## src/rtl/mrtc_pkg.sv

```systemverilog
// Shared types and BCD calendar helpers for the mains-synchronized clock.
// Assumes every calendar field holds valid packed BCD.
package mrtc_pkg;

    typedef struct packed {
        logic [7:0] sec;
        logic [7:0] mins;
        logic [7:0] hour;
        logic [2:0] dow;
        logic [7:0] date;
        logic [7:0] month;
        logic [7:0] year;
    } rtc_time_t;

    // Increment a two-digit BCD value (no wrap handling)
    function automatic logic [7:0] bcd_inc(input logic [7:0] v);
        logic [7:0] r;
        if (v[3:0] == 4'h9) r = {v[7:4] + 4'h1, 4'h0};
        else                r = {v[7:4], v[3:0] + 4'h1};
        return r;
    endfunction

    // Leap when the two-digit BCD year is a multiple of four
    function automatic logic year_is_leap(input logic [7:0] y);
        logic even_tens;
        even_tens = ~y[4];
        return (even_tens  && (y[3:0] == 4'h0 || y[3:0] == 4'h4 || y[3:0] == 4'h8)) ||
               (!even_tens && (y[3:0] == 4'h2 || y[3:0] == 4'h6));
    endfunction

    // Last BCD date of a BCD month
    function automatic logic [7:0] month_last_day(input logic [7:0] m, input logic leap);
        logic [7:0] d;
        case (m)
            8'h02:                      d = leap ? 8'h29 : 8'h28;
            8'h04, 8'h06, 8'h09, 8'h11: d = 8'h30;
            default:                    d = 8'h31;
        endcase
        return d;
    endfunction

endpackage

```

## src/rtl/mrtc_timebase.sv

```systemverilog
// Second-tick generator. Synchronizes the mains pulse, detects rising edges,
// supervises mains presence in crystal ticks and chooses the counting source.
// Assumes xtal_tick is a one-cycle enable in the clk domain and XTAL_HZ >= 60.
module mrtc_timebase #(
    parameter int XTAL_HZ     = 32768,
    parameter int LOCK_EDGES  = 4,
    parameter int SYNC_STAGES = 2
) (
    input  logic clk,
    input  logic rst_n,
    input  logic mains_in,
    input  logic xtal_tick,
    input  logic sel_60,
    input  logic presc_clr,
    output logic on_xtal,
    output logic sec_tick
);
    localparam int PRE_MAX   = (XTAL_HZ > 60) ? XTAL_HZ : 60;
    localparam int PRE_W     = $clog2(PRE_MAX);
    localparam int GAP_LIMIT = (3 * XTAL_HZ + 49) / 50;
    localparam int GAP_W     = $clog2(GAP_LIMIT + 1);
    localparam int LOCK_W    = $clog2(LOCK_EDGES + 1);

    localparam logic [PRE_W-1:0]  XT_LAST  = PRE_W'(XTAL_HZ - 1);
    localparam logic [PRE_W-1:0]  M50_LAST = PRE_W'(49);
    localparam logic [PRE_W-1:0]  M60_LAST = PRE_W'(59);
    localparam logic [GAP_W-1:0]  GAP_MAX  = GAP_W'(GAP_LIMIT);
    localparam logic [LOCK_W-1:0] LOCK_LAST = LOCK_W'(LOCK_EDGES - 1);

    logic [SYNC_STAGES:0] sync_q;
    logic                 mains_edge;
    logic [GAP_W-1:0]     gap_cnt;
    logic                 gap_expired;
    logic [LOCK_W-1:0]    good_cnt;
    logic [LOCK_W-1:0]    good_nxt;
    logic                 on_xtal_nxt;
    logic                 src_switch;
    logic [PRE_W-1:0]     pre_cnt;
    logic [PRE_W-1:0]     pre_last;
    logic                 step;

    // Synchronizer chain; the extra top stage holds the previous synced level
    always_ff @(posedge clk) begin
        if (!rst_n) sync_q <= '0;
        else        sync_q <= {sync_q[SYNC_STAGES-1:0], mains_in};
    end

    assign mains_edge  = sync_q[SYNC_STAGES-1] & ~sync_q[SYNC_STAGES];
    assign gap_expired = (gap_cnt == GAP_MAX);

    // Crystal ticks elapsed since the last mains edge, saturating at the limit
    always_ff @(posedge clk) begin
        if (!rst_n)                           gap_cnt <= '0;
        else if (mains_edge)                  gap_cnt <= '0;
        else if (xtal_tick && !gap_expired)   gap_cnt <= gap_cnt + 1'b1;
    end

    // Source selection: fail over on timeout, return after a run of edges
    always_comb begin
        on_xtal_nxt = on_xtal;
        good_nxt    = good_cnt;
        if (!on_xtal) begin
            good_nxt = '0;
            if (gap_expired) on_xtal_nxt = 1'b1;
        end else if (mains_edge) begin
            if (good_cnt == LOCK_LAST) begin
                on_xtal_nxt = 1'b0;
                good_nxt    = '0;
            end else begin
                good_nxt = good_cnt + 1'b1;
            end
        end else if (gap_expired) begin
            good_nxt = '0;
        end
    end

    assign src_switch = (on_xtal_nxt != on_xtal);

    // Source state registers
    always_ff @(posedge clk) begin
        if (!rst_n) begin
            on_xtal  <= 1'b0;
            good_cnt <= '0;
        end else begin
            on_xtal  <= on_xtal_nxt;
            good_cnt <= good_nxt;
        end
    end

    assign step     = on_xtal ? xtal_tick : mains_edge;
    assign pre_last = on_xtal ? XT_LAST : (sel_60 ? M60_LAST : M50_LAST);

    // Sub-second prescaler; cleared by writes and by a source change
    always_ff @(posedge clk) begin
        if (!rst_n) begin
            pre_cnt  <= '0;
            sec_tick <= 1'b0;
        end else begin
            sec_tick <= 1'b0;
            if (presc_clr || src_switch) begin
                pre_cnt <= '0;
            end else if (step) begin
                if (pre_cnt >= pre_last) begin
                    pre_cnt  <= '0;
                    sec_tick <= 1'b1;
                end else begin
                    pre_cnt <= pre_cnt + 1'b1;
                end
            end
        end
    end

endmodule

```

## src/rtl/mrtc_dst_match.sv

```systemverilog
// Compares the current date with the two configured daylight-saving dates.
// Assumes all inputs are BCD; purely combinational.
module mrtc_dst_match (
    input  logic       dst_en,
    input  logic [7:0] cur_month,
    input  logic [7:0] cur_date,
    input  logic [7:0] on_month,
    input  logic [7:0] on_date,
    input  logic [7:0] off_month,
    input  logic [7:0] off_date,
    output logic       fwd_day,
    output logic       back_day
);
    // Day matches, gated by the enable
    always_comb begin
        fwd_day  = dst_en && (cur_month == on_month)  && (cur_date == on_date);
        back_day = dst_en && (cur_month == off_month) && (cur_date == off_date);
    end
endmodule

```

## src/rtl/mrtc_calendar.sv

```systemverilog
// Time and calendar counters in BCD with a field write port.
// A write takes priority over a concurrent second tick. The fall-back
// flag keeps the repeated hour from being applied twice on the same day.
module mrtc_calendar
    import mrtc_pkg::*;
(
    input  logic       clk,
    input  logic       rst_n,
    input  logic       sec_tick,
    input  logic       wr_en,
    input  logic [2:0] wr_addr,
    input  logic [7:0] wr_data,
    input  logic       fwd_day,
    input  logic       back_day,
    output rtc_time_t  now
);
    rtc_time_t nxt;
    logic      fell_back;
    logic      fell_back_nxt;
    logic      leap;

    assign leap = year_is_leap(now.year);

    // Next state for one second advance, including carries and DST steps
    always_comb begin
        nxt           = now;
        fell_back_nxt = fell_back;
        if (now.sec != 8'h59) begin
            nxt.sec = bcd_inc(now.sec);
        end else begin
            nxt.sec = 8'h00;
            if (now.mins != 8'h59) begin
                nxt.mins = bcd_inc(now.mins);
            end else begin
                nxt.mins = 8'h00;
                if (now.hour == 8'h01 && fwd_day) begin
                    nxt.hour = 8'h03;
                end else if (now.hour == 8'h01 && back_day && !fell_back) begin
                    nxt.hour      = 8'h01;
                    fell_back_nxt = 1'b1;
                end else if (now.hour != 8'h23) begin
                    nxt.hour = bcd_inc(now.hour);
                end else begin
                    nxt.hour      = 8'h00;
                    fell_back_nxt = 1'b0;
                    nxt.dow       = (now.dow == 3'd6) ? 3'd0 : now.dow + 3'd1;
                    if (now.date != month_last_day(now.month, leap)) begin
                        nxt.date = bcd_inc(now.date);
                    end else begin
                        nxt.date = 8'h01;
                        if (now.month != 8'h12) begin
                            nxt.month = bcd_inc(now.month);
                        end else begin
                            nxt.month = 8'h01;
                            nxt.year  = (now.year == 8'h99) ? 8'h00 : bcd_inc(now.year);
                        end
                    end
                end
            end
        end
    end

    // Field registers: reset, write, or second advance
    always_ff @(posedge clk) begin
        if (!rst_n) begin
            now.sec   <= 8'h00;
            now.mins  <= 8'h00;
            now.hour  <= 8'h00;
            now.dow   <= 3'd0;
            now.date  <= 8'h01;
            now.month <= 8'h01;
            now.year  <= 8'h00;
            fell_back <= 1'b0;
        end else if (wr_en) begin
            case (wr_addr)
                3'd0:    now.sec   <= wr_data;
                3'd1:    now.mins  <= wr_data;
                3'd2:    now.hour  <= wr_data;
                3'd3:    now.dow   <= wr_data[2:0];
                3'd4:    now.date  <= wr_data;
                3'd5:    now.month <= wr_data;
                3'd6:    now.year  <= wr_data;
                default: ;
            endcase
        end else if (sec_tick) begin
            now       <= nxt;
            fell_back <= fell_back_nxt;
        end
    end

endmodule

```

## src/rtl/mains_rtc.sv

```systemverilog
// Top of the mains-synchronized clock calendar. Connects the timebase,
// the daylight-saving date match and the calendar counters.
// Assumes mains_in is a clean digital pulse and xtal_tick a clk-domain enable.
module mains_rtc
    import mrtc_pkg::*;
#(
    parameter int XTAL_HZ     = 32768,
    parameter int LOCK_EDGES  = 4,
    parameter int SYNC_STAGES = 2
) (
    input  logic       clk,
    input  logic       rst_n,
    input  logic       mains_in,
    input  logic       xtal_tick,
    input  logic       sel_60,
    input  logic       wr_en,
    input  logic [2:0] wr_addr,
    input  logic [7:0] wr_data,
    input  logic       dst_en,
    input  logic [7:0] dst_on_month,
    input  logic [7:0] dst_on_date,
    input  logic [7:0] dst_off_month,
    input  logic [7:0] dst_off_date,
    output logic [7:0] sec_o,
    output logic [7:0] min_o,
    output logic [7:0] hour_o,
    output logic [2:0] dow_o,
    output logic [7:0] date_o,
    output logic [7:0] month_o,
    output logic [7:0] year_o,
    output logic       src_xtal_o,
    output logic       sec_pulse_o
);
    rtc_time_t now;
    logic      tick;
    logic      fwd_day;
    logic      back_day;

    mrtc_timebase #(
        .XTAL_HZ    (XTAL_HZ),
        .LOCK_EDGES (LOCK_EDGES),
        .SYNC_STAGES(SYNC_STAGES)
    ) tb_i (
        .clk      (clk),
        .rst_n    (rst_n),
        .mains_in (mains_in),
        .xtal_tick(xtal_tick),
        .sel_60   (sel_60),
        .presc_clr(wr_en),
        .on_xtal  (src_xtal_o),
        .sec_tick (tick)
    );

    mrtc_dst_match dst_i (
        .dst_en   (dst_en),
        .cur_month(now.month),
        .cur_date (now.date),
        .on_month (dst_on_month),
        .on_date  (dst_on_date),
        .off_month(dst_off_month),
        .off_date (dst_off_date),
        .fwd_day  (fwd_day),
        .back_day (back_day)
    );

    mrtc_calendar cal_i (
        .clk     (clk),
        .rst_n   (rst_n),
        .sec_tick(tick),
        .wr_en   (wr_en),
        .wr_addr (wr_addr),
        .wr_data (wr_data),
        .fwd_day (fwd_day),
        .back_day(back_day),
        .now     (now)
    );

    // Present the field registers and the tick at the ports
    always_comb begin
        sec_o       = now.sec;
        min_o       = now.mins;
        hour_o      = now.hour;
        dow_o       = now.dow;
        date_o      = now.date;
        month_o     = now.month;
        year_o      = now.year;
        sec_pulse_o = tick;
    end

endmodule

```

## config.mk

```make
export PLATFORM = sky130hd
export DESIGN_NAME = mains_rtc
export DESIGN_NICKNAME = d
export VERILOG_FILES = /design/src/rtl/mrtc_pkg.sv /design/src/rtl/mrtc_timebase.sv /design/src/rtl/mrtc_dst_match.sv /design/src/rtl/mrtc_calendar.sv /design/src/rtl/mains_rtc.sv
export SDC_FILE = /design/constraint.sdc
export NUM_CORES = 1
export LEC_CHECK = 0
export CORE_MARGIN = 5
export CORE_UTILIZATION = 30
export DETAILED_ROUTE_END_ITERATION = 6
export GPL_ROUTABILITY_DRIVEN = 0
export PLACE_DENSITY = 0.53
export SLEW_MARGIN = 10
export SYNTH_ARGS = -nofsm -noshare
export SYNTH_HDL_FRONTEND = slang
export SYNTH_SLANG_ARGS = --single-unit
export TNS_END_PERCENT = 5
```

## constraint.sdc

```tcl
create_clock -name clk -period 5.9 [get_ports clk]
set_clock_uncertainty 0.1 [all_clocks]
set_input_delay 1.18 -clock clk [delete_from_list [all_inputs] [get_ports clk]]
set_output_delay 1.18 -clock clk [all_outputs]
set_load 0.05 [all_outputs]
```

After elaboration in Yosys (flattened, before gate mapping)
Index checks and enable logic that the tools add are counted.
W data, S select, Z words.
Storage, ports and cells
  output and inout port bits: 53
  word-level logic and storage cells: 195
  bits of input ports: 50
  bits in registers: 86
Cells by class
  add/subtract/negate cells: 16
  equal/unequal tests: 56
  magnitude comparators: 1
  bitwise gates (word level): 9
  muxes and demuxes: 52
  reduce and logical (&&, ||, !) cells: 41
Operators with widths (number)
  $mux W8: 26
  $mux W51: 2
  $mux W27: 3
  $add A4 B1 Y4 const B: 12
  $mux W43: 1
  $mux W35: 1
  $eq A8 B8 Y1: 4
  $mux W15: 2
  $eq A4 B4 Y1 const B: 7
  $reduce_and A9 Y1: 2
  $eq A8 B3 Y1 const B: 2
  $mux W16: 1
  $ne A2 B1 Y1 const B: 8
  $ne A8 B7 Y1 const B: 2
  $pmux W8 S2: 1
  $reduce_and A8 Y1: 2
  $add A15 B1 Y15 const B: 1
  $ge A15 B15 Y1: 1
  $mux W3: 5
  $ne A2 B2 Y1 const B: 7
  $reduce_and A7 Y1: 2
  $eq A3 B3 Y1 const B: 4
  $ne A3 B3 Y1 const B: 4
  $add A11 B1 Y11 const B: 1
  36 further kinds: 74

Logic depth before layout (Yosys ltp)
Gate-level depths: netlist of run 1.
  depth after elaboration: 21
  depth in mapped cells: 12
  gate-level depth less buffers: 10

Modules after synthesis
Synthesis of run 1 repeated with hierarchy kept, for this count alone.
Unflattened totals
  cells, all modules: 704
  area, all modules: 5785.5 um^2
By module, submodules not included
  mrtc_calendar: sequential area each 1041.0 um^2, cells an instance 466, times used 1, area an instance 3554.7 um^2
  mrtc_timebase: sequential area each 680.7 um^2, cells an instance 194, times used 1, area an instance 1868.0 um^2
  mrtc_dst_match: sequential area each 0.0 um^2, cells an instance 44, times used 1, area an instance 362.8 um^2

Least setup slack after synthesis of run 1
OpenSTA, ideal clock, no wires.
  path type: in2reg
  from: in dst_off_month[7]
  to: reg, netlist name cal_i.now[33]
  slack: 2.543 ns
  stages: 9
  arrival: 3.140 ns
  library setup time: 0.116 ns
  buffers on the path: 1
  required time: 5.684 ns
  cells stage by stage: xor2_1 nor4_1 nand3_1 or4_1 nand4b_1 and2_1 buf_1 o21ai_0 a31o_2
Between the ends
  longest elaborated chain between the ends: 11
  elaborated cells between the ends (all ways): 13
  classes of those cells: eq/ne (2); mux (6); reduce/logical (5)
RTL lines
  start, declared: line mains_rtc.sv:22  | input logic [7:0] dst_off_month,
  $eq A8 B8 Y1 (*): line mrtc_dst_match.sv:17  | back_day = dst_en && (cur_month == off_month) && (cur_date == off_date);
  $logic_and A1 B1 Y1 (*) (2 in a row): line mrtc_dst_match.sv:17
  $logic_and A1 B1 Y1 (*) (2 in a row): line mrtc_calendar.sv:38  | end else if (now.hour == 8'h01 && back_day && !fell_back) begin
  $mux W8: line mrtc_calendar.sv:38
  $mux W8: line mrtc_calendar.sv:36  | if (now.hour == 8'h01 && fwd_day) begin
  $mux W35: line mrtc_calendar.sv:32  | if (now.mins != 8'h59) begin
  $mux W43: line mrtc_calendar.sv:28  | if (now.sec != 8'h59) begin
  $mux W51: line mrtc_calendar.sv:85  | end else if (sec_tick) begin
  $mux W51: line mrtc_calendar.sv:74  | end else if (wr_en) begin
Mark *: on every way between the ends. The rest lies on a longest branch, timed or not. The select of a mux whose other input is x is not followed.
A chain may end at the register's enable or synchronous reset.

Worst setup path after layout of run 1
  from: in dst_off_month[7]
  to: reg, netlist name cal_i.now[33]
Between the ends
  longest elaborated chain between the ends: 11
  elaborated cells between the ends (all ways): 13
  classes of those cells: eq/ne (2); mux (6); reduce/logical (5)
RTL lines (line)
  $eq A8 B8 Y1 (*): mrtc_dst_match.sv:17
  $logic_and A1 B1 Y1 (*) (2 in a row): mrtc_dst_match.sv:17
  $logic_and A1 B1 Y1 (*) (2 in a row): mrtc_calendar.sv:38
  $mux W8: mrtc_calendar.sv:38
  $mux W8: mrtc_calendar.sv:36
  $mux W35: mrtc_calendar.sv:32
  $mux W43: mrtc_calendar.sv:28
  $mux W51: mrtc_calendar.sv:85
  $mux W51: mrtc_calendar.sv:74
Marked as above.

==> results.md, run 1 <==
- The worst register-to-register path ends at cal_i.now[33].
- The total clock sinks is 86.
- The beginning of the worst register-to-register path is cal_i.now[8].
- The remaining number of nets flagged by the antenna check after routing is 0.
- The beginning of the worst hold path is tb_i.sync_q[0].
- Clock-pin slew was measured on the worst setup and hold paths at around 0.060 ns.
- The number of hold violations in the final report came to 0.
- The number of antenna violations at the first check in global routing was 0.
- Dividing total power by cell area gives a power density of approximately 190 nW/um2.
- In this run the standard cell core region covers between 15000 and 20000 um2.
- For this design, the slowest cell found on the critical path is sky130_fd_sc_hd__or4_1.
- The die span in x is 147 um.
- The via count of the first global-routing pass came to roughly 5300.
- The routed wire length is 17500 um.
- The number of vias per cell is ~5.2.
- The detailed placement HPWL is 13100 um.
- The layout has 1930 filler cells.
- The die is between 100 and 150 um tall.
- The first global-routing pass estimated 28600 um of wire.
- Yosys printed 0 warnings.
- Hold timing on the final database bottoms out at a slack of 0.339 ns.
- The die area is approximately 21000 um2.
- Entering global routing, the biggest net connects 28 pins.
- For the pin with the worst max-slew slack, the measured transition is ~0.67 ns.
- The violation count after the first detailed-route iteration is roughly 250.
- For this run the aggregate overflow at the end of global routing stands at 0.
- Of all cell types, the one taking the most synthesized area is sky130_fd_sc_hd__dfxtp_1.
- The clock tree buffer depth is 2.
- The portion of the post-synthesis area used by sequential elements is a little under a third.
- The global routing usage on met2 is between 20% and 30%.
- The average wire per cell in the routed design is between 15 and 20 um.
- The worst slew margin relative to its limit is 54.4%.
- In this run the tool buffered the top-level ports with 102 buffer cells.
- The clock tree from TritonCTS is yes.
- IR analysis of the VDD net gives a maximum drop of roughly 0.15 mV.
- In this run the post-CTS setup repair buffer count came out at 0.
- The cell row count is 50.
- The flow ran to the end, and the final reports show no timing, DRC or antenna violations.
- Data arrives at the worst endpoint at approximately 3.8 ns.
- Synthesis produced around 710 cells.
- The clock root buffer master is sky130_fd_sc_hd__clkbuf_16.
- The clock latency on the worst-skew pair is ~0.35 ns.
- In this run, distinct cell masters in the synthesized netlist total around 70.
- The number of cells on the worst reg-to-reg path is 8.
- The deepest level of the CTS H-tree is 3.
- 0 antenna diodes ended up in the layout.
- For this configuration, the core starts out at a cell density of 30.2%.
- Data on the critical path is required at its endpoint by roughly 6.0 ns.
- Yosys attributes the largest share of cell area to sky130_fd_sc_hd__dfxtp_1 31%, sky130_fd_sc_hd__ha_1 7.6%, sky130_fd_sc_hd__xor2_1 7.4%.
- The most instantiated library cell after synthesis is sky130_fd_sc_hd__dfxtp_1.
- The worst stage delay on the critical path is approximately 0.67 ns.
- Sorting the synthesized cells by how often they occur yields 86 x sky130_fd_sc_hd__dfxtp_1, 73 x sky130_fd_sc_hd__nor2_1, 67 x sky130_fd_sc_hd__nand2_1, 51 x sky130_fd_sc_hd__o21ai_0, 47 x sky130_fd_sc_hd__xor2_1.
- Across the run, the number of max-cap violations was 0.
- Of the cells placed in the final design, the portion with a size suffix greater than 1 is under 10%.
- The fraction of met3 tracks used by global routing is roughly 3.7%.
- The most utilized layer in the global route result is met2.
- Synthesis produced a netlist with a net count of ~800.
- Traced cell by cell, the critical path runs through clkdlybuf4s50_1, xor2_1, nor4_1, nand3_1, or4_1, nand4b_1, and2_1, o21ai_0, a31o_2.
- The post-route clock period utilization is about three fifths.
- The mapped netlist covers about 5600 um2.
- The worst hold path belongs to the class reg -> reg.
- The clock buffer count from CTS is 9.
- The type of destination of the critical path is a flop.
- The number of resized instances in the post-cts repair step is 0.
- Setup repair after global routing left no endpoint under its margin.
- The top-level port count is just over 100.
- The area fraction of the dominant cell type after synthesis is approximately 31%.
- The clock period minus worst slack is approximately 3.7 ns.
- The growth of design area from synthesis to finish is 26.9%.
- The critical path is of the in -> reg type.
- The number of pins with negative max-slew slack in the final report was 0.
- At the end of the flow, the number of nets in the layout was slightly below 900.
- STA classifies the critical path startpoint as an input pin.
- The maximum fanout along the worst path is 8.
- The global-route usage over all layers is ~16%.
- After clock tree synthesis, the flow added hold-fix buffers numbering 0.
- Each instance of the synthesized netlist takes up on average 7.85 um2.
- The path with the worst hold slack has its endpoint at tb_i.sync_q[1].
- The setup slack of the worst register-to-register path is around 2.7 ns.
- Setup total negative slack on the finished layout was measured at 0 ns.
- Timing would allow up to 274 MHz.
- The pre-antenna-repair detailed-routing pass consisted of 4 iterations.
- After detailed routing, the number of remaining DRC violations is 0.
- In this run the static leakage power is around 0.0026 uW.
- The met1 track utilization from global routing is between 20% and 30%.
- After synthesis the netlist holds a flip-flop and latch count of 86.
- The count of endpoints failing setup in the final report is 0.
- Counting flops with a built-in enable in the synthesized netlist gives 0.
- Of all flip-flops after synthesis, the portion carrying an async set or reset was 0%.
- The most used flip-flop cell after synthesis is sky130_fd_sc_hd__dfxtp_1.
- Along the worst hold path, the cell count comes to 1.
- The number of vias after detailed routing is about 5300.
==> area by class of cell <==
cell class              instances  area [um2]  area share, %
flip-flops and latches         86        1720           24.3
clock buffers                   9         225           3.18
multi-input cells             565        3640           51.3
repair buffers                105        1040           14.6
well taps                     234         293           4.13
clock inverters                 7        72.6           1.02
inverters                      28         105           1.48
==> per-layer routing <==
layer  wire length, um  vias to the layer above
li1                  -                     2737
met1              8250                     2486
met2              8380                       99
met3               664                       20
met4               243                        0
met5                 0                        -
==> placed cells by master, fill, tap and decap left out, types with 6 or more instances in the layout <==
master                            instances
sky130_fd_sc_hd__o21ai_0                 51
sky130_fd_sc_hd__nor4_1                  12
sky130_fd_sc_hd__inv_1                   25
sky130_fd_sc_hd__a21o_1                   9
sky130_fd_sc_hd__and2_1                   9
sky130_fd_sc_hd__a211oi_1                10
sky130_fd_sc_hd__nor2b_1                 10
sky130_fd_sc_hd__a31oi_1                  8
sky130_fd_sc_hd__nor3b_1                  9
sky130_fd_sc_hd__or3_1                    7
sky130_fd_sc_hd__nor3_1                  14
sky130_fd_sc_hd__o211ai_1                 7
sky130_fd_sc_hd__nand2b_1                 9
sky130_fd_sc_hd__clkdlybuf4s50_1        101
sky130_fd_sc_hd__nand3_1                 35
sky130_fd_sc_hd__mux2i_1                  6
sky130_fd_sc_hd__ha_1                    34
sky130_fd_sc_hd__xor2_1                  47
sky130_fd_sc_hd__nand4_1                 16
sky130_fd_sc_hd__xnor2_1                 10
sky130_fd_sc_hd__clkbuf_16                9
sky130_fd_sc_hd__nor2_1                  73
sky130_fd_sc_hd__nand2_1                 67
sky130_fd_sc_hd__dfxtp_1                 86
sky130_fd_sc_hd__a21oi_1                 29
sky130_fd_sc_hd__o31ai_1                 12
==> per-stage QoR <==
| stage | instances | util [%] | area [um2] | worst slack (ns) | total power (uW) |
|---|---|---|---|---|---|
| final | 1034 | 38.3 | 7090 | 2.25 | 1350 |
| after global routing | 1034 | 38.3 | 7090 | 2.07 | 1410 |
| after CTS | 1034 | 38.3 | 7090 | 2.26 | 1370 |
| after detailed placement | 1018 | 36.7 | 6800 | 1.89 | 780 |
| after global placement | 1018 | 36.7 | 6800 | 1.91 | 780 |
| after floorplan | 712 | - | 5590 | 2.54 | 704 |
==> cell families (layout without fill, tap and decap cells) <==
group | Yosys count | in the layout | share of synthesized area (%)
buffers and inverters | 61 | 149 | 4.14
muxes | 6 | 6 | 1.07
xor gates and xnor gates | 57 | 57 | 8.93
adders and majority gates | 34 | 34 | 7.61
and+or+nand+nor | 291 | 291 | 26.6
AOI/OAI and AO/OA | 177 | 177 | 20.9
DFF | 86 | 86 | 30.8
==> worst max-delay path, delay by kind of cell <==
| family | cells | cell delay (ns) |
|---|---|---|
| compound gates | 2 | 0.38 |
| xor+xnor | 1 | 0.16 |
| buf+inv | 1 | 0.41 |
| simple gates | 5 | 1.66 |
==> worst max path at each step <==
stage,from,slack (ns),to,cells after the start
global route,dst_off_month[2],2.07,cal_i.now[33],9
detailed placement,dst_off_month[2],1.89,cal_i.now[33],9
finish,dst_off_month[7],2.25,cal_i.now[33],9
CTS,dst_off_month[2],2.26,cal_i.now[33],9
floorplan,dst_off_month[7],2.54,cal_i.now[33],9
global placement,dst_off_month[2],1.91,cal_i.now[33],9
==> power breakdown <==
part / leakage (uW) / total [uW] / switching [uW] / internal, uW
clock: 0.000142 / 585 / 255 / 330
combinational: 0.00180 / 164 / 94.9 / 68.7
sequential: 0.000695 / 602 / 14.0 / 588
total: 0.00264 / 1350 / 364 / 987
==> sequential cells by signal, summed over array words and instances, names as in the netlist <==
name,cells
cal_i.fell_back,1
cal_i.now,51
tb_i.gap_cnt,11
tb_i.good_cnt,3
tb_i.on_xtal,1
tb_i.pre_cnt,15
tb_i.sec_tick,1
tb_i.sync_q,3
Power figures use the tool's default switching activity.
==> inputs of run 2 (changes only) <==
Clock period 5.9 ns to 3.75 ns, I/O delays scaled along.
==> results.md, run 2 (synthesis gave the netlist of run 1 again) <==
- Setup repair after global routing left no endpoint under its margin.
- For this design, the slowest cell found on the critical path is sky130_fd_sc_hd__or4_1.
- The power per cell area was 293 nW/um2 (+54%).
- The number of vias per cell is 5.21 (+0.83%).
- The top-level port count is 103 (unchanged).
- The number of max-capacitance violations reported is 0 (unchanged).
- The measured slew at the worst slew-check pin is 0.561 ns (-0.113 ns).
- The clock latency on the worst-skew pair is 0.35 ns (about the same).
- The number of standard cells in the final layout excluding fillers is 1042 (+0.77%).
- The number of cells on the worst reg-to-reg path was 8 (unchanged).
- The largest registers in the layout are cal_i.now x51, tb_i.pre_cnt x15, tb_i.gap_cnt x11.
- The final global-route overflow total is 0 (unchanged).
- The clock transition at the register clock pins on the worst setup and hold paths after CTS is 0.06 ns (about the same).
- The pre-CTS worst setup slack was 0.173 ns (-1.71 ns).
- The average wire per cell in the routed design came to 16.7 um (-1.4%).
- The global-route usage over all layers is 16.3% (-0.17 points).
- In this run the worst hold path is classified as reg -> reg.
- The setup TNS is 0 ns (unchanged).
- The overall power was 2100 uW (+55%).
- The deepest level of the CTS H-tree is 3 (unchanged).
- The total number of nets in the final design was 890 (+1.3%).
- The type of destination of the critical path is a flop.
- Relative to the synthesized area, the layout overhead comes to 28.0%.
- The worst setup path is of the in -> reg kind.
- The commonest non-fill, non-tap cell in the layout is sky130_fd_sc_hd__clkdlybuf4s50_1.
- The total of buffers placed on input and output ports came to 102 (unchanged).
- The share of layout cells above drive strength 1 came to 5.07% (+0.82 points).
- The buffer and inverter count on the worst path is 1 (unchanged).
- The flow ran to the end, and the final reports show no timing, DRC or antenna violations.
- The standard cell core area came to 18500 um2 (unchanged).
- The number of resized instances in the post-cts repair step is 0 (unchanged).
- The number of detailed-route iterations in the first pass is 4 (unchanged).
- The wire length of the first global-routing pass was 28100 um (-1.6%).
- The post-CTS setup repair buffer count came to 0 (unchanged).
- The number of pins with negative max-slew slack in the final report is 0 (unchanged).
- The clock tree from TritonCTS is yes.
- The die extent in y is 147 um (unchanged).
- The remaining routing DRC violations is 0 (unchanged).
- The number of diodes is 0 (unchanged).
- The clock tree buffer depth came to 2 (unchanged).
- The maximum number of pins on one net before global-route repair is 32 (+14%).
- The data required time of the critical path came to 3.91 ns (-2.13 ns).
- Leaving out fill and tap cells, the most frequent cells in the layout are 101 x sky130_fd_sc_hd__clkdlybuf4s50_1, 86 x sky130_fd_sc_hd__dfxtp_1, 73 x sky130_fd_sc_hd__nor2_1.
- The die span in x is 147 um (unchanged).
- The starting density of the core is 30.2% (unchanged).
- The register name with the most flops is cal_i.now.
- The total clock sinks came to 86 (unchanged).
- The worst slew margin relative to its limit is 62.5% (+8.1 points).
- The family with the most delay on the worst path is simple AND/OR/NAND/NOR gates.
- The number of antenna violations at the first check in global routing is 0 (unchanged).
- The critical path goes through clkdlybuf4s50_1, xor2_1, nor4_1, nand3_1, or4_1, or4b_1, a211o_1, nor2_1, a211oi_1.
- The leakage power came to 0.00269 uW (+1.9%).
- The violation count after the first detailed-route iteration was 319 (+27%).
- The post-placement cell area is 6880 um2 (+1.2%).
- The count of cells along the worst hold path is 1 (unchanged).
- The number of flip-flops under the largest register name is 51 (unchanged).
- The post-route cell area is 7160 um2 (+0.88%).
- The final worst slack is 0.509 ns (-1.74 ns).
- The post-placement cell count is 1029 (+1.1%).
- Dividing the final minimum period by the clock period gives between 80% and 90%.
- The number of vias after detailed routing came to 5428 (+1.6%).
- The number of hold violations in the final report was 0 (unchanged).
- The cell row count is 50 (unchanged).
- The die area is 21500 um2 (unchanged).
- The worst path needs ~3.2 ns of the cycle, external delays included.
- The worst stage delay on the critical path was 0.66 ns (about the same).
- The count of endpoints failing setup in the final report was 0 (unchanged).
- The highest ir drop seen on vdd is 0.209 mV (+44%).
- The routed wire length is 17400 um (-0.60%).
- The cts-stage hold buffer count is 0 (unchanged).
- The startpoint type of the worst setup path is an input pin.
- The number of cells on the critical path is 9 (unchanged).
- The clock buffer count from CTS was 9 (unchanged).
- The via count of the first global-routing pass is 5282 (-0.49%).
- The maximum fanout along the worst path is 8 (unchanged).
- The detailed placement HPWL is 13100 um (+0.42%).
- The data arrival at the endpoint of the critical path was 3.40 ns (-0.40 ns).
- The root buffer cell chosen for the clock tree is sky130_fd_sc_hd__clkbuf_16.
- The remaining number of nets flagged by the antenna check after routing is 0 (unchanged).
- The fmax is a little over 300 MHz.
## run 2: cell type report
class / count / area [um2]
sequential: 86 / 1720
timing repair buffer: 116 / 1120
inverter: 28 / 105
clock buffer: 11 / 243
multi-input combinational: 565 / 3640
tap: 234 / 293
clock inverter: 2 / 35.0
fill: 1939 / 11400
## run 2: metal layers
metal	routed length, um	track usage (%)
met2	8270	27.2
met4	384	4.99
met1	8070	21.0
met3	697	3.48
met5	0	0
## run 2: worst paths after layout
| path | start | end | slack, ns |
|---|---|---|---|
| max | dst_off_month[4] | cal_i.now[13] | 0.51 |
| min | tb_i.sync_q[0] | tb_i.sync_q[1] | 0.33 |
| max reg2reg | cal_i.now[43] | cal_i.now[15] | 0.61 |
| min reg2reg | tb_i.sync_q[0] | tb_i.sync_q[1] | 0.33 |
## run 2: metrics by stage
stage	hold WS [ns]	util, %
floorplan	0.312	-
global placement	0.317	37.1
detailed placement	0.322	37.1
CTS	0.336	38.6
global route	0.349	38.6
finish	0.332	38.6
## run 2: worst reg2reg max path: stages, from the launching register on
cell	delay, ns
sky130_fd_sc_hd__dfxtp_1	0.46
sky130_fd_sc_hd__inv_2	0.08
sky130_fd_sc_hd__or4b_4	0.60
sky130_fd_sc_hd__nor3_4	0.23
sky130_fd_sc_hd__nand2_2	0.14
sky130_fd_sc_hd__or4b_1	0.70
sky130_fd_sc_hd__a211o_1	0.42
sky130_fd_sc_hd__o21ai_0	0.21
sky130_fd_sc_hd__a21oi_1	0.09
## run 2: where the power goes
part | switching [uW] | leakage (uW) | internal (uW)
Clock | 364 | 0.000137 | 523
Combinational | 153 | 0.00186 | 112
Sequential | 18.7 | 0.000695 | 926
Total | 535 | 0.00269 | 1560
==> inputs of run 3 (changes only) <==
Settings changed: CORE_MARGIN 5 to 2.
==> results.md, run 3 (synthesis gave the netlist of run 1 again) <==
- The number of cells on the worst reg-to-reg path came to 8 (unchanged).
- The die area is 19700 um2 (-8.0%).
- TritonCTS built the clock tree.
- The post-route clock period utilization is 86.0% (-0.46 points).
- The die span in x is 141 um (-4.1%).
- The startpoint type of the worst setup path is an input pin.
- The number of antenna violations at the first check in global routing was 0 (unchanged).
- The measured slew at the worst slew-check pin came to 0.567 ns (+0.00550 ns).
- The flip-flop and latch area is 1720 um2 (unchanged).
- The standard cell core area was 18100 um2 (-2.0%).
- The clock buffer count from CTS was 9 (unchanged).
- The cell row count is 49 (-2.0%).
- The end-of-flow core utilization is 39.5% (+0.86 points).
- The final global-route overflow total came to 0 (unchanged).
- The growth of design area from synthesis to finish is 28.2%.
- The number of resized instances in the post-cts repair step came to 0 (unchanged).
- The post-CTS setup repair buffer count came to 0 (unchanged).
- The worst slew margin relative to its limit is 62.1% (-0.37 points).
- The maximum fanout along the worst path is 8 (unchanged).
- The number of standard cells in the final layout excluding fillers came to 1035 (-0.67%).
- For this design, the slowest cell found on the critical path is sky130_fd_sc_hd__or4_1.
- The fmax came to 310 MHz (+0.53%).
- The post-placement cell count is 1019 (-0.97%).
- The largest registers in the layout are cal_i.now x51, tb_i.pre_cnt x15, tb_i.gap_cnt x11.
- The total clock sinks is 86 (unchanged).
- The wire length of the first global-routing pass came to 27300 um (-2.8%).
- The count of endpoints failing setup in the final report is 0 (unchanged).
- The number of hold violations in the final report came to 0 (unchanged).
- The layout filler cell count is 1864 (-3.9%).
- The critical path start-end classification is in -> reg.
- The violation count after the first detailed-route iteration is 275 (-14%).
- The worst stage delay on the critical path is 0.66 ns (about the same).
- Counting flops per register, the top entry is cal_i.now.
- The total number of nets in the final design was 885 (-0.56%).
- The share of layout cells above drive strength 1 is 4.96% (-0.11 points).
- The tree is rooted in a sky130_fd_sc_hd__clkbuf_16.
- The cts-stage hold buffer count is 0 (unchanged).
- The number of max-capacitance violations reported is 0 (unchanged).
- The library cell used most frequently in the layout, excluding fill and tap cells, is sky130_fd_sc_hd__clkdlybuf4s50_1.
- The average wire per cell in the routed design is 16.7 um (about the same).
- The highest ir drop seen on vdd is 0.239 mV (+14%).
- The area of the multi-input gates is 3640 um2 (unchanged).
- The overall power was 2210 uW (+5.3%).
- The global-route usage over all layers is 17.6% (+1.3 points).
- The endpoint identified for the worst register-to-register timing path is cal_i.now[14].
- The data required time of the critical path is 3.91 ns (about the same).
- The class of the tightest hold or removal check is reg -> reg.
- The total of buffers placed on input and output ports is 102 (unchanged).
- The worst register-to-register path begins at cal_i.now[43].
- The deepest level of the CTS H-tree is 3 (unchanged).
- The timing endpoint of the critical path is cal_i.now[13].
- The remaining routing DRC violations was 0 (unchanged).
- Setup repair after global routing left no endpoint under its margin.
- The maximum number of pins on one net before global-route repair came to 36 (+13%).
- The via count of the first global-routing pass is 5158 (-2.3%).
- The die extent in y was 141 um (-4.1%).
- The clock transition at the register clock pins on the worst setup and hold paths after CTS came to 0.06 ns (about the same).
- The number of vias after detailed routing is 5461 (+0.61%).
- The number of pins with negative max-slew slack in the final report came to 0 (unchanged).
- The detailed placement HPWL was 12700 um (-3.0%).
- The clock latency on the worst-skew pair is 0.35 ns (about the same).
- The flow ran to the end, and the final reports show no timing, DRC or antenna violations.
- The top-level port count is 103 (unchanged).
- The setup TNS is 0 ns (unchanged).
- Walking the worst path, the cells encountered are clkdlybuf4s50_1, xor2_1, nor4_1, nand3_1, or4_1, or4b_1, a211o_1, nor2_1, a211oi_1.
- The number of flip-flops under the largest register name was 51 (unchanged).
- The number of detailed-route iterations in the first pass was 5 (+1).
- The most critical setup path has its startpoint at dst_off_month[7].
- The setup slack of the worst register-to-register path came to 0.64 ns (+0.03 ns).
- The clock tree buffer depth is 2 (unchanged).
- The worst hold slack is 0.331 ns (-0.000959 ns).
- STA classifies the critical path endpoint as a flop.
- The top cell types in the final layout, fill and taps aside, are 101 x sky130_fd_sc_hd__clkdlybuf4s50_1, 86 x sky130_fd_sc_hd__dfxtp_1, 73 x sky130_fd_sc_hd__nor2_1.
- The power per cell area is 308 nW/um2 (+5.1%).
- The number of vias per cell was 5.28 (+1.3%).
- The number of diodes came to 0 (unchanged).
- The clock period minus worst slack came to 3.22 ns (-0.0172 ns).
- The routed wire length was 17300 um (-0.77%).
- The remaining number of nets flagged by the antenna check after routing is 0 (unchanged).
- The data arrival at the endpoint of the critical path came to 3.39 ns (about the same).
- The starting density of the core came to 30.8% (+0.62 points).
- The leakage power is 0.00269 uW (about the same).
-- run 3: changes by cell type in the layout (fill, tap and decap cells not counted) --
cell,previous run,this run
sky130_fd_sc_hd__clkinv_4,0,1
sky130_fd_sc_hd__clkbuf_1,1,0
sky130_fd_sc_hd__clkinvlp_4,0,1
sky130_fd_sc_hd__bufinv_16,1,2
sky130_fd_sc_hd__clkbuf_8,1,2
sky130_fd_sc_hd__buf_4,14,9
-- run 3: how the worst min path moves through the flow --
stage | from | end | slack, ns | depth (start not counted)
6_report | tb_i.sync_q[0] | tb_i.sync_q[1] | 0.33 | 1
5_1_grt | tb_i.sync_q[0] | tb_i.sync_q[1] | 0.36 | 1
4_1_cts | tb_i.sync_q[0] | tb_i.sync_q[1] | 0.33 | 1
3_5_place_dp | tb_i.sync_q[0] | tb_i.sync_q[1] | 0.32 | 1
3_3_place_gp | tb_i.sync_q[0] | tb_i.sync_q[1] | 0.32 | 1
2_1_floorplan | tb_i.sync_q[0] | tb_i.sync_q[1] | 0.31 | 1
-- run 3: layout make-up --
| class | instances | area share [%] |
|---|---|---|
| sequential | 86 | 24.0 |
| clock inverter | 5 | 1.13 |
| tap | 229 | 4.00 |
| clock buffer | 11 | 3.53 |
| multi-input combinational | 565 | 50.7 |
| inverter | 28 | 1.47 |
| timing repair buffer | 111 | 15.1 |
-- run 3: where the power goes --
group	total [uW]	internal, uW	switching [uW]
sequential	945	926	19.1
combinational	262	110	152
clock	1000	620	381
total	2210	1660	552
-- run 3: stage by stage --
stage / setup slack, ns / cell area (um2)
6_report: 0.526 / 7170
5_1_grt: 0.261 / 7170
4_1_cts: 0.534 / 7170
3_5_place_dp: 0.179 / 6830
3_3_place_gp: 0.195 / 6830
2_1_floorplan: 0.667 / 5590
-- run 3: metal layers --
layer	wire, um	vias up	part of all wire, %	global-route usage (%)
li1	-	2745	-	-
met1	7860	2573	45	22.0
met2	8340	119	48	30.1
met3	684	24	4.0	3.49
met4	408	0	2.4	6.16
met5	0	-	0	0
-- run 3: worst max-delay path: cells and delay by family --
family,cells,cell delay (ns)
AO/OA/AOI/OAI,2,0.51
buffers and inverters,1,0.41
XOR/XNOR,1,0.16
AND/OR/NAND/NOR,5,1.55
